[src/rtl/uart_flow_pkg.sv]
package uart_flow_pkg;

    typedef enum logic [1:0] {
        RX_OPEN  = 2'd0,
        RX_DRAIN = 2'd1,
        RX_ARM   = 2'd2,
        RX_FULL  = 2'd3
    } rx_st_t;

    typedef enum logic {
        TX_HOLD = 1'b0,
        TX_GO   = 1'b1
    } tx_st_t;

    // Trigger code to byte count, scaled to FIFO depth.
    function automatic int unsigned trig_level(input logic [1:0] code, input int unsigned depth);
        unique case (code)
            2'd0:    trig_level = 1;
            2'd1:    trig_level = depth / 4;
            2'd2:    trig_level = depth / 2;
            default: trig_level = depth - 2;
        endcase
    endfunction

endpackage

[src/rtl/cts_sync.sv]
module cts_sync #(
    parameter int STAGES = 2
) (
    input  logic clk,
    input  logic rst_n,
    input  logic pin_n,
    output logic active
);
    logic [STAGES-1:0] pipe;

    always_ff @(posedge clk or negedge rst_n) begin
        if (!rst_n) begin
            pipe <= '1;
        end else begin
            pipe <= {pipe[STAGES-2:0], pin_n};
        end
    end

    assign active = ~pipe[STAGES-1];
endmodule

[src/rtl/rts_ctl.sv]
module rts_ctl
    import uart_flow_pkg::*;
#(
    parameter int DEPTH = 16,
    parameter int CNT_W = $clog2(DEPTH + 1)
) (
    input  logic             clk,
    input  logic             rst_n,
    input  logic             auto_en,
    input  logic             sw_rts,
    input  logic [1:0]       trig_sel,
    input  logic [CNT_W-1:0] rx_count,
    input  logic             rx_rd,
    input  logic             rx_first_bit,
    output logic             rts_n
);
    localparam logic [CNT_W-1:0] FULL_CNT = CNT_W'(DEPTH);
    localparam logic [CNT_W-1:0] LAST_CNT = CNT_W'(DEPTH - 1);

    rx_st_t           st, st_nxt;
    logic             hi_mode;
    logic [CNT_W-1:0] lvl;

    assign hi_mode = (trig_sel == 2'd3);
    assign lvl     = CNT_W'(trig_level(trig_sel, DEPTH));

    always_ff @(posedge clk or negedge rst_n) begin
        if (!rst_n) begin
            st <= RX_OPEN;
        end else begin
            st <= st_nxt;
        end
    end

    always_comb begin
        st_nxt = st;
        unique case (st)
            RX_OPEN: begin
                if (!hi_mode && rx_count >= lvl) begin
                    st_nxt = RX_DRAIN;
                end else if (hi_mode && rx_count >= FULL_CNT) begin
                    st_nxt = RX_FULL;
                end else if (hi_mode && rx_first_bit && rx_count == LAST_CNT) begin
                    st_nxt = RX_ARM;
                end
            end
            RX_DRAIN: begin
                if (rx_count == '0 || (rx_rd && rx_count == CNT_W'(1))) begin
                    st_nxt = RX_OPEN;
                end
            end
            RX_ARM: begin
                if (rx_count >= FULL_CNT) begin
                    st_nxt = RX_FULL;
                end else if (rx_count < LAST_CNT) begin
                    st_nxt = RX_OPEN;
                end
            end
            RX_FULL: begin
                if (rx_count < FULL_CNT) begin
                    st_nxt = RX_OPEN;
                end
            end
            default: st_nxt = RX_OPEN;
        endcase
        if (!auto_en) begin
            st_nxt = RX_OPEN;
        end
    end

    always_ff @(posedge clk or negedge rst_n) begin
        if (!rst_n) begin
            rts_n <= 1'b1;
        end else begin
            rts_n <= ~(sw_rts && (!auto_en || st_nxt == RX_OPEN));
        end
    end

    a_r2_sw_low: assert property (@(posedge clk) disable iff (!rst_n)
        !sw_rts |=> rts_n);
    a_r3_low_trig_cut: assert property (@(posedge clk) disable iff (!rst_n)
        (auto_en && !hi_mode && st == RX_OPEN && rx_count >= lvl) |=> rts_n);
    a_r4_hold_until_empty: assert property (@(posedge clk) disable iff (!rst_n)
        (auto_en && st == RX_DRAIN && rx_count > CNT_W'(1)) |=> rts_n);
    a_r5_mid_char_cut: assert property (@(posedge clk) disable iff (!rst_n)
        (auto_en && hi_mode && st == RX_OPEN && rx_first_bit && rx_count == LAST_CNT) |=> rts_n);
    a_r6_reopen: assert property (@(posedge clk) disable iff (!rst_n)
        (auto_en && st == RX_FULL && rx_count < FULL_CNT) |=> !rts_n);
endmodule

[src/rtl/tx_gate.sv]
module tx_gate
    import uart_flow_pkg::*;
#(
    parameter int TICKS = 16,
    parameter int TCNT_W = $clog2(TICKS)
) (
    input  logic clk,
    input  logic rst_n,
    input  logic afe,
    input  logic cts_act,
    input  logic tx_busy,
    input  logic tx_last_stop,
    input  logic tx_tick16,
    output logic tx_go
);
    localparam logic [TCNT_W-1:0] MID_IDX = TCNT_W'(TICKS / 2 - 1);

    tx_st_t            st, st_nxt;
    logic [TCNT_W-1:0] tcnt;
    logic              mid;

    // Ticks seen within the last stop bit.
    always_ff @(posedge clk or negedge rst_n) begin
        if (!rst_n) begin
            tcnt <= '0;
        end else if (!tx_last_stop) begin
            tcnt <= '0;
        end else if (tx_tick16) begin
            tcnt <= tcnt + TCNT_W'(1);
        end
    end

    assign mid = tx_busy && tx_last_stop && tx_tick16 && (tcnt == MID_IDX);

    always_ff @(posedge clk or negedge rst_n) begin
        if (!rst_n) begin
            st <= TX_HOLD;
        end else begin
            st <= st_nxt;
        end
    end

    always_comb begin
        st_nxt = st;
        unique case (st)
            TX_GO: begin
                if (!cts_act && (!tx_busy || mid)) begin
                    st_nxt = TX_HOLD;
                end
            end
            TX_HOLD: begin
                if (cts_act) begin
                    st_nxt = TX_GO;
                end
            end
            default: st_nxt = TX_HOLD;
        endcase
        if (!afe) begin
            st_nxt = TX_GO;
        end
    end

    always_ff @(posedge clk or negedge rst_n) begin
        if (!rst_n) begin
            tx_go <= 1'b0;
        end else begin
            tx_go <= !afe || (st_nxt == TX_GO);
        end
    end

    a_r2_cts_ignored: assert property (@(posedge clk) disable iff (!rst_n)
        !afe |=> tx_go);
    a_r9_mid_hold: assert property (@(posedge clk) disable iff (!rst_n)
        (afe && st == TX_GO && mid && !cts_act) |=> !tx_go);
    a_r9_busy_keep: assert property (@(posedge clk) disable iff (!rst_n)
        (afe && st == TX_GO && tx_busy && !mid) |=> tx_go);
    a_r10_resume: assert property (@(posedge clk) disable iff (!rst_n)
        (st == TX_HOLD && cts_act) |=> tx_go);
endmodule

[src/rtl/uart_autoflow_ctrl.sv]
module uart_autoflow_ctrl #(
    parameter int DEPTH       = 16,
    parameter int CNT_W       = $clog2(DEPTH + 1),
    parameter int SYNC_STAGES = 2,
    parameter int TICKS       = 16
) (
    input  logic             clk,
    input  logic             rst_n,
    input  logic             cfg_afe,
    input  logic             cfg_rts,
    input  logic [1:0]       trig_sel,
    input  logic [CNT_W-1:0] rx_count,
    input  logic             rx_rd,
    input  logic             rx_first_bit,
    input  logic             tx_busy,
    input  logic             tx_last_stop,
    input  logic             tx_tick16,
    input  logic             cts_n,
    input  logic             cts_chg_req,
    output logic             rts_n,
    output logic             tx_go,
    output logic             cts_chg_irq
);
    logic cts_act;
    logic auto_rts;

    assign auto_rts    = cfg_afe & cfg_rts;
    assign cts_chg_irq = cts_chg_req & ~cfg_afe;

    cts_sync #(.STAGES(SYNC_STAGES)) sync_i (
        .clk    (clk),
        .rst_n  (rst_n),
        .pin_n  (cts_n),
        .active (cts_act)
    );

    rts_ctl #(.DEPTH(DEPTH), .CNT_W(CNT_W)) rts_i (
        .clk          (clk),
        .rst_n        (rst_n),
        .auto_en      (auto_rts),
        .sw_rts       (cfg_rts),
        .trig_sel     (trig_sel),
        .rx_count     (rx_count),
        .rx_rd        (rx_rd),
        .rx_first_bit (rx_first_bit),
        .rts_n        (rts_n)
    );

    tx_gate #(.TICKS(TICKS)) txg_i (
        .clk          (clk),
        .rst_n        (rst_n),
        .afe          (cfg_afe),
        .cts_act      (cts_act),
        .tx_busy      (tx_busy),
        .tx_last_stop (tx_last_stop),
        .tx_tick16    (tx_tick16),
        .tx_go        (tx_go)
    );

    a_r11_irq_masked: assert property (@(posedge clk) disable iff (!rst_n)
        cfg_afe |-> !cts_chg_irq);
endmodule

[config.mk]
export PLATFORM = sky130hd
export DESIGN_NAME = uart_autoflow_ctrl
export DESIGN_NICKNAME = d
export VERILOG_FILES = /design/src/rtl/uart_flow_pkg.sv /design/src/rtl/cts_sync.sv /design/src/rtl/rts_ctl.sv /design/src/rtl/tx_gate.sv /design/src/rtl/uart_autoflow_ctrl.sv
export SDC_FILE = /design/constraint.sdc
export NUM_CORES = 1
export LEC_CHECK = 0
export ABC_AREA = 1
export CAP_MARGIN = 40
export CORE_AREA = 2 2 41 43
export CTS_BUF_LIST = sky130_fd_sc_hd__clkbuf_8
export DETAILED_ROUTE_END_ITERATION = 12
export DIE_AREA = 0 0 43 45
export GPL_TIMING_DRIVEN = 0
export PLACE_DENSITY = 0.76
export SYNTH_ARGS = -nofsm -noshare
export SYNTH_HDL_FRONTEND = slang
export SYNTH_HIERARCHICAL = 1
export SYNTH_SLANG_ARGS = --single-unit
[constraint.sdc]
create_clock -name clk -period 1.25 [get_ports clk]
set_input_delay 0.25 -clock clk [delete_from_list [all_inputs] [get_ports clk]]
set_output_delay 0.25 -clock clk [all_outputs]
set_load 0.03 [all_outputs]
Word level (Yosys, flattened, before mapping)
Index checks and enable logic that the tools add are counted.
{"block": "totals", "register_bits": 11, "latchBits": 0, "ramBits": 0, "romBits": 0, "out_inout_bits": 3, "memories": 0}
{"block": "classes", "n_addsub": 1, "mul": 0, "div": 0, "magnitude_cmp": 4, "n_eq_ne": 10, "shifts": 0, "n_mux": 16, "n_bitwise": 5, "n_reduce_logical": 22}
{"op": "two-way mux 2 bit", "count": 8}
{"op": "one-hot mux 4 bit (3 select lines)", "count": 1}
{"op": "logical AND 1 bit", "count": 10}
{"op": "== test 2 bit (second input constant)", "count": 4}
{"op": "two-way mux 4 bit", "count": 2}
{"op": "one-hot mux 2 bit (4 select lines)", "count": 1}
{"op": "logical NOT 2 bit", "count": 3}
{"op": "== test 5 x 1 -> 1 bit (second input constant)", "count": 1}
{"op": "== test 5 x 4 -> 1 bit (second input constant)", "count": 1}
{"op": ">= comparator 5 x 4 -> 1 bit", "count": 1}
{"op": ">= comparator 5 bit (second input constant)", "count": 1}
{"op": "logical NOT 5 bit", "count": 1}
{"op": "less-than comparator 5 x 4 -> 1 bit (second input constant)", "count": 1}
{"op": "less-than comparator 5 bit (second input constant)", "count": 1}
{"op": "adder 4 x 1 -> 4 bit (second input constant)", "count": 1}
{"op": "== test 2 x 1 -> 1 bit (second input constant)", "count": 2}
{"op": "== test 4 x 3 -> 1 bit (second input constant)", "count": 1}
{"op": "logical NOT 1 bit", "count": 4}
{"op": "logical OR 1 bit", "count": 4}
{"op": "two-way mux 1 bit", "count": 3}
{"op": "NOT 1 bit", "count": 3}
{"op": "AND 1 bit", "count": 2}
{"op": "!= test 2 x 1 -> 1 bit (second input constant)", "count": 1}
{"op": "one-hot mux 1 bit (2 select lines)", "count": 1}

Longest topological paths before layout
Gate-level depths: netlist (run 1).
{"block": "depth", "depth_word": 12, "depth_mapped": 10}

By module
Netlist (run 1), hierarchy kept.
{"module": "rts_ctl", "instances": 1, "cells_per_inst": 54, "area_each_um2": 324.1, "seq_area_each_um2": 76.3}
{"module": "tx_gate", "instances": 1, "cells_per_inst": 31, "area_each_um2": 249.0, "seq_area_each_um2": 125.1}
{"module": "cts_sync", "instances": 1, "cells_per_inst": 3, "area_each_um2": 56.3, "seq_area_each_um2": 52.6}
{"module": "uart_autoflow_ctrl", "instances": 1, "cells_per_inst": 4, "area_each_um2": 15.0, "seq_area_each_um2": 0.0}

Worst setup path after synthesis (run 1)
No wires, ideal clock.
{"block": "synth_path", "kind": "input -> register", "from": "input trig_sel[1]", "to": "register rts_i.st[0]", "arrival_ps": 934, "required_ps": 1136, "setup_slack_ps": 202, "stages": 10, "path_buffers": 0, "path_cell_list": "inv_1 > ha_1 > nand2_1 > nor2_1 > nand2_1 > nand3_1 > nand2_1 > nand2_1 > nand2_1 > inv_1"}
{"block": "synth_via", "elab_chain_len": 8, "elab_cells_between_ends": 16, "classes_between": "order compare: 1; eq/ne: 3; mux: 6; reduce/logical: 6"}
{"element": "start: declaration", "line_no": "uart_autoflow_ctrl.sv:11", "text": "input logic [1:0] trig_sel,"}
{"element": "branches (longest 5 deep; another with >= comparator 5 x 4 -> 1 bit)"}
{"element": "two-way mux 2 bit (*)", "line_no": "rts_ctl.sv:39", "text": "if (!hi_mode && rx_count >= lvl) begin"}
{"element": "one-hot mux 2 bit (4 select lines) (*)", "line_no": "rts_ctl.sv:37", "text": "unique case (st)"}
{"element": "two-way mux 2 bit (*)", "line_no": "rts_ctl.sv:66", "text": "if (!auto_en) begin"}
{"element": "named net rts_i.st_nxt[0]", "line_no": "rts_ctl.sv:20", "text": "rx_st_t st, st_nxt;"}
{"element": "end signal: assignment", "line_no": "rts_ctl.sv:31", "text": "st <= st_nxt;"}
{"element": "end: declaration", "line_no": "rts_ctl.sv:20"}
Mark *: on every way through the listed nets, which the timed path passes.
A chain may end at the register's enable or synchronous reset.

==> reports/metrics.cfg, run 1 <==
[run]
max_cap_viol_count = 0

[timing]
holdWs_ps = 323.0
fin_worst_skew_ps = 9.186
worst_slew_pin_slew_ps = 443.6
rsz0062_at_grt = false
setup_viol = 0
fin_ws_ps = 56.57
timing_hold_violations_final = 0
maxSlewViolCount = 0
max_slew_margin_pct = 70.33
fmax_ghz = 0.8379
period_minus_slack_ps = 1193
min_period_over_period_pct = 95.47

[setup_path]
r2r-start = txg_i/tcnt[0]
cp-start-kind = register
worstPathArrival_ps = 940
crit_buf_inv = 1
cp_max_fo = 2
r2r_end = txg_i/tcnt[2]
cp_slowest_cell = dfrtp_1
max_stage_delay_ps = 370
worstSetupEndpointType = output port
crit_chain = clkdlybuf4s15_1
crit_required_ps = 1000
cp_top_family = flip-flops
reg2reg_slack_ps = 240
reg2reg_depth = 4
critPathKind = reg -> out

[floorplan]
design.core.area_sq_um = 1471
dieArea_sq_um = 1935
initial_core_util_pct = 43.79
die-height_um = 45
io_pins = 21
die_w_um = 43
rows = 14

[yosys]
synth_nets = 115
netlist_area_sq_um = 644.4
ys_seq_area_share_pct = 39.42
ys_seq_elements = 10
syn_avg_cell_area_sq_um = 7.004
ys_types = 16
syn_inst = 92
yosysWarnings = 6

[grt]
grt_max_degree = 11
grt_pass1_vias = 591
track_usage_pct = 16.48
antenna_found_initial = 0
grt-ovfl-total = 0
grt_pass1_wl_mm = 2.339

[min_path]
hold_class = in -> async

[clock_tree]
htree_levels = 1
clkLatencyLatePin_ps = 240
cts_tree = done
clockRootBuffer = clkbuf_8
cts.reportedPaths.clkPinSlew_ps = 50
clock-sinks = 10
cts_buffers = 3
cts_buffer_depth = 2

[power]
vdd_drop_max_v = 0.0008670
power_density_nw_per_um2 = 955.4
p_leak_nw = 0.5083
p_total_w = 0.0008571

[detailed_routing]
initialDrtViolationCount = 7
vias = 618
drt_wl_total_mm = 1.266
wl_per_cell_um = 9.591
drc = 0
ant_nets = 0
via_per_inst = 4.682
first_pass_iters = 4

[final_layout]
area_delta_synth_final_pct = 39.22
drive_above_1_share_pct = 12.07
diodes = 0
final_util_pct = 60.97
num-nets-final = 140

[placement]
gp_congestion = 0.8205
port_buffers = 20
dp_hpwl_mm = 1.027
post-place-ws_ps = -517.7

[run_status]
status = complete, no violations

-- cell usage after synthesis --
cell,count,area share (%)
nand2_1,25,15
inv_1,21,12
nor2_1,12,7.0
dfrtp_1,7,27
nand3_1,6,4.7
ha_1,5,9.7
dfstp_2,3,12
a21oi_1,2,1.6
nand2_2,2,1.9
nand4_1,2,1.9
o21ai_0,2,1.6
inv_2,1,0.58
nor2_2,1,0.97
o211ai_2,1,1.9
o21ai_1,1,0.78
o21bai_1,1,1.2
-- cell type report --
| type | count | area, sq um |
|---|---|---|
| fillers | 148 | 574.3 |
| multi-input cells | 60 | 307.8 |
| clock buffers | 3 | 41.29 |
| inverters | 22 | 82.58 |
| clock inverters | 1 | 3.754 |
| flip-flops and latches | 10 | 254.0 |
| repair buffers | 20 | 187.7 |
| well taps | 16 | 20.02 |
-- metal layers --
metal | vias up | wire length [um] | track usage [%]
met5 | - | 0 | 0
met3 | 2 | 69 | 8.400
met2 | 9 | 637 | 27.58
met4 | 0 | 9 | 6.667
met1 | 281 | 549 | 17.88
li1 | 326 | - | -
-- worst max path at each step --
stage                              to  slack [ps]  cells past startpoint   startpoint
final                           tx_go          60                      1     txg_i/st
after floorplan           rts_i/st[0]         200                     10  trig_sel[1]
after global placement    cts_chg_irq        -480                      3      cfg_afe
after CTS                 cts_chg_irq          -5                      3      cfg_afe
after detailed placement  cts_chg_irq        -520                      3      cfg_afe
after global routing      rts_i/rts_n           6                      7  rx_count[4]
-- power by group --
| part | total (W) | switching [W] | internal, W |
|---|---|---|---|
| Combinational | 0.000165 | 0.0000854 | 0.0000800 |
| Sequential | 0.000354 | 0.00000939 | 0.000345 |
| Clock | 0.000338 | 0.000123 | 0.000215 |
-- kinds of logic after synthesis --
| family | Yosys count | synth area share (%) |
|---|---|---|
| flops | 10 | 39.42 |
| simple gates | 48 | 31.07 |
| compound gates | 7 | 6.990 |
| fa+ha+maj | 5 | 9.709 |
| buf+inv | 22 | 12.82 |
-- stage by stage --
stage / setup TNS, ps / instance area (sq um) / instances
after floorplan: 0 / 644.4 / 92
after global placement: -1456 / 864.6 / 128
after detailed placement: -1577 / 864.6 / 128
after CTS: -5.293 / 893.4 / 132
after global routing: 0 / 897.1 / 132
final: 0 / 897.1 / 132
-- cells in the final DEF (no fill, tap or decap), drive strengths merged --
master         synthesis  final
a21oi                  2      2
buf                    0      2
clkbuf                 0      4
clkdlybuf4s15          0      2
clkdlybuf4s50          0      9
dfrtp                  7      7
dfstp                  3      3
dlygate4sd2            0      4
dlymetal6s2s           0      2
ha                     5      5
inv                   22     23
nand2                 27     27
nand3                  6      6
nand4                  2      2
nor2                  13     13
o211ai                 1      1
o21ai                  3      3
o21bai                 1      1
-- registers in the layout (all words and copies together), names as in the netlist --
signal,count
txg_i/tcnt,4
rts_i/st,2
sync_i/pipe,2
rts_i/rts_n,1
txg_i/st,1
-- repair_timing --
item	CTS	global route
setup endpoints to repair	5	4
buffers inserted	0	0
resized for setup	18	6
endpoints found under the hold margin	0	0
pin swaps	2	1
hold buffers	0	0
gates cloned	0	0
(Power assumes the default switching activity.)
==> run 2: changes to the inputs <==
Settings changed: HOLD_SLACK_MARGIN from default to 0.12.
==> results of run 2 <==
No change in the layout: final DEF, timing and power equal those of run 1.
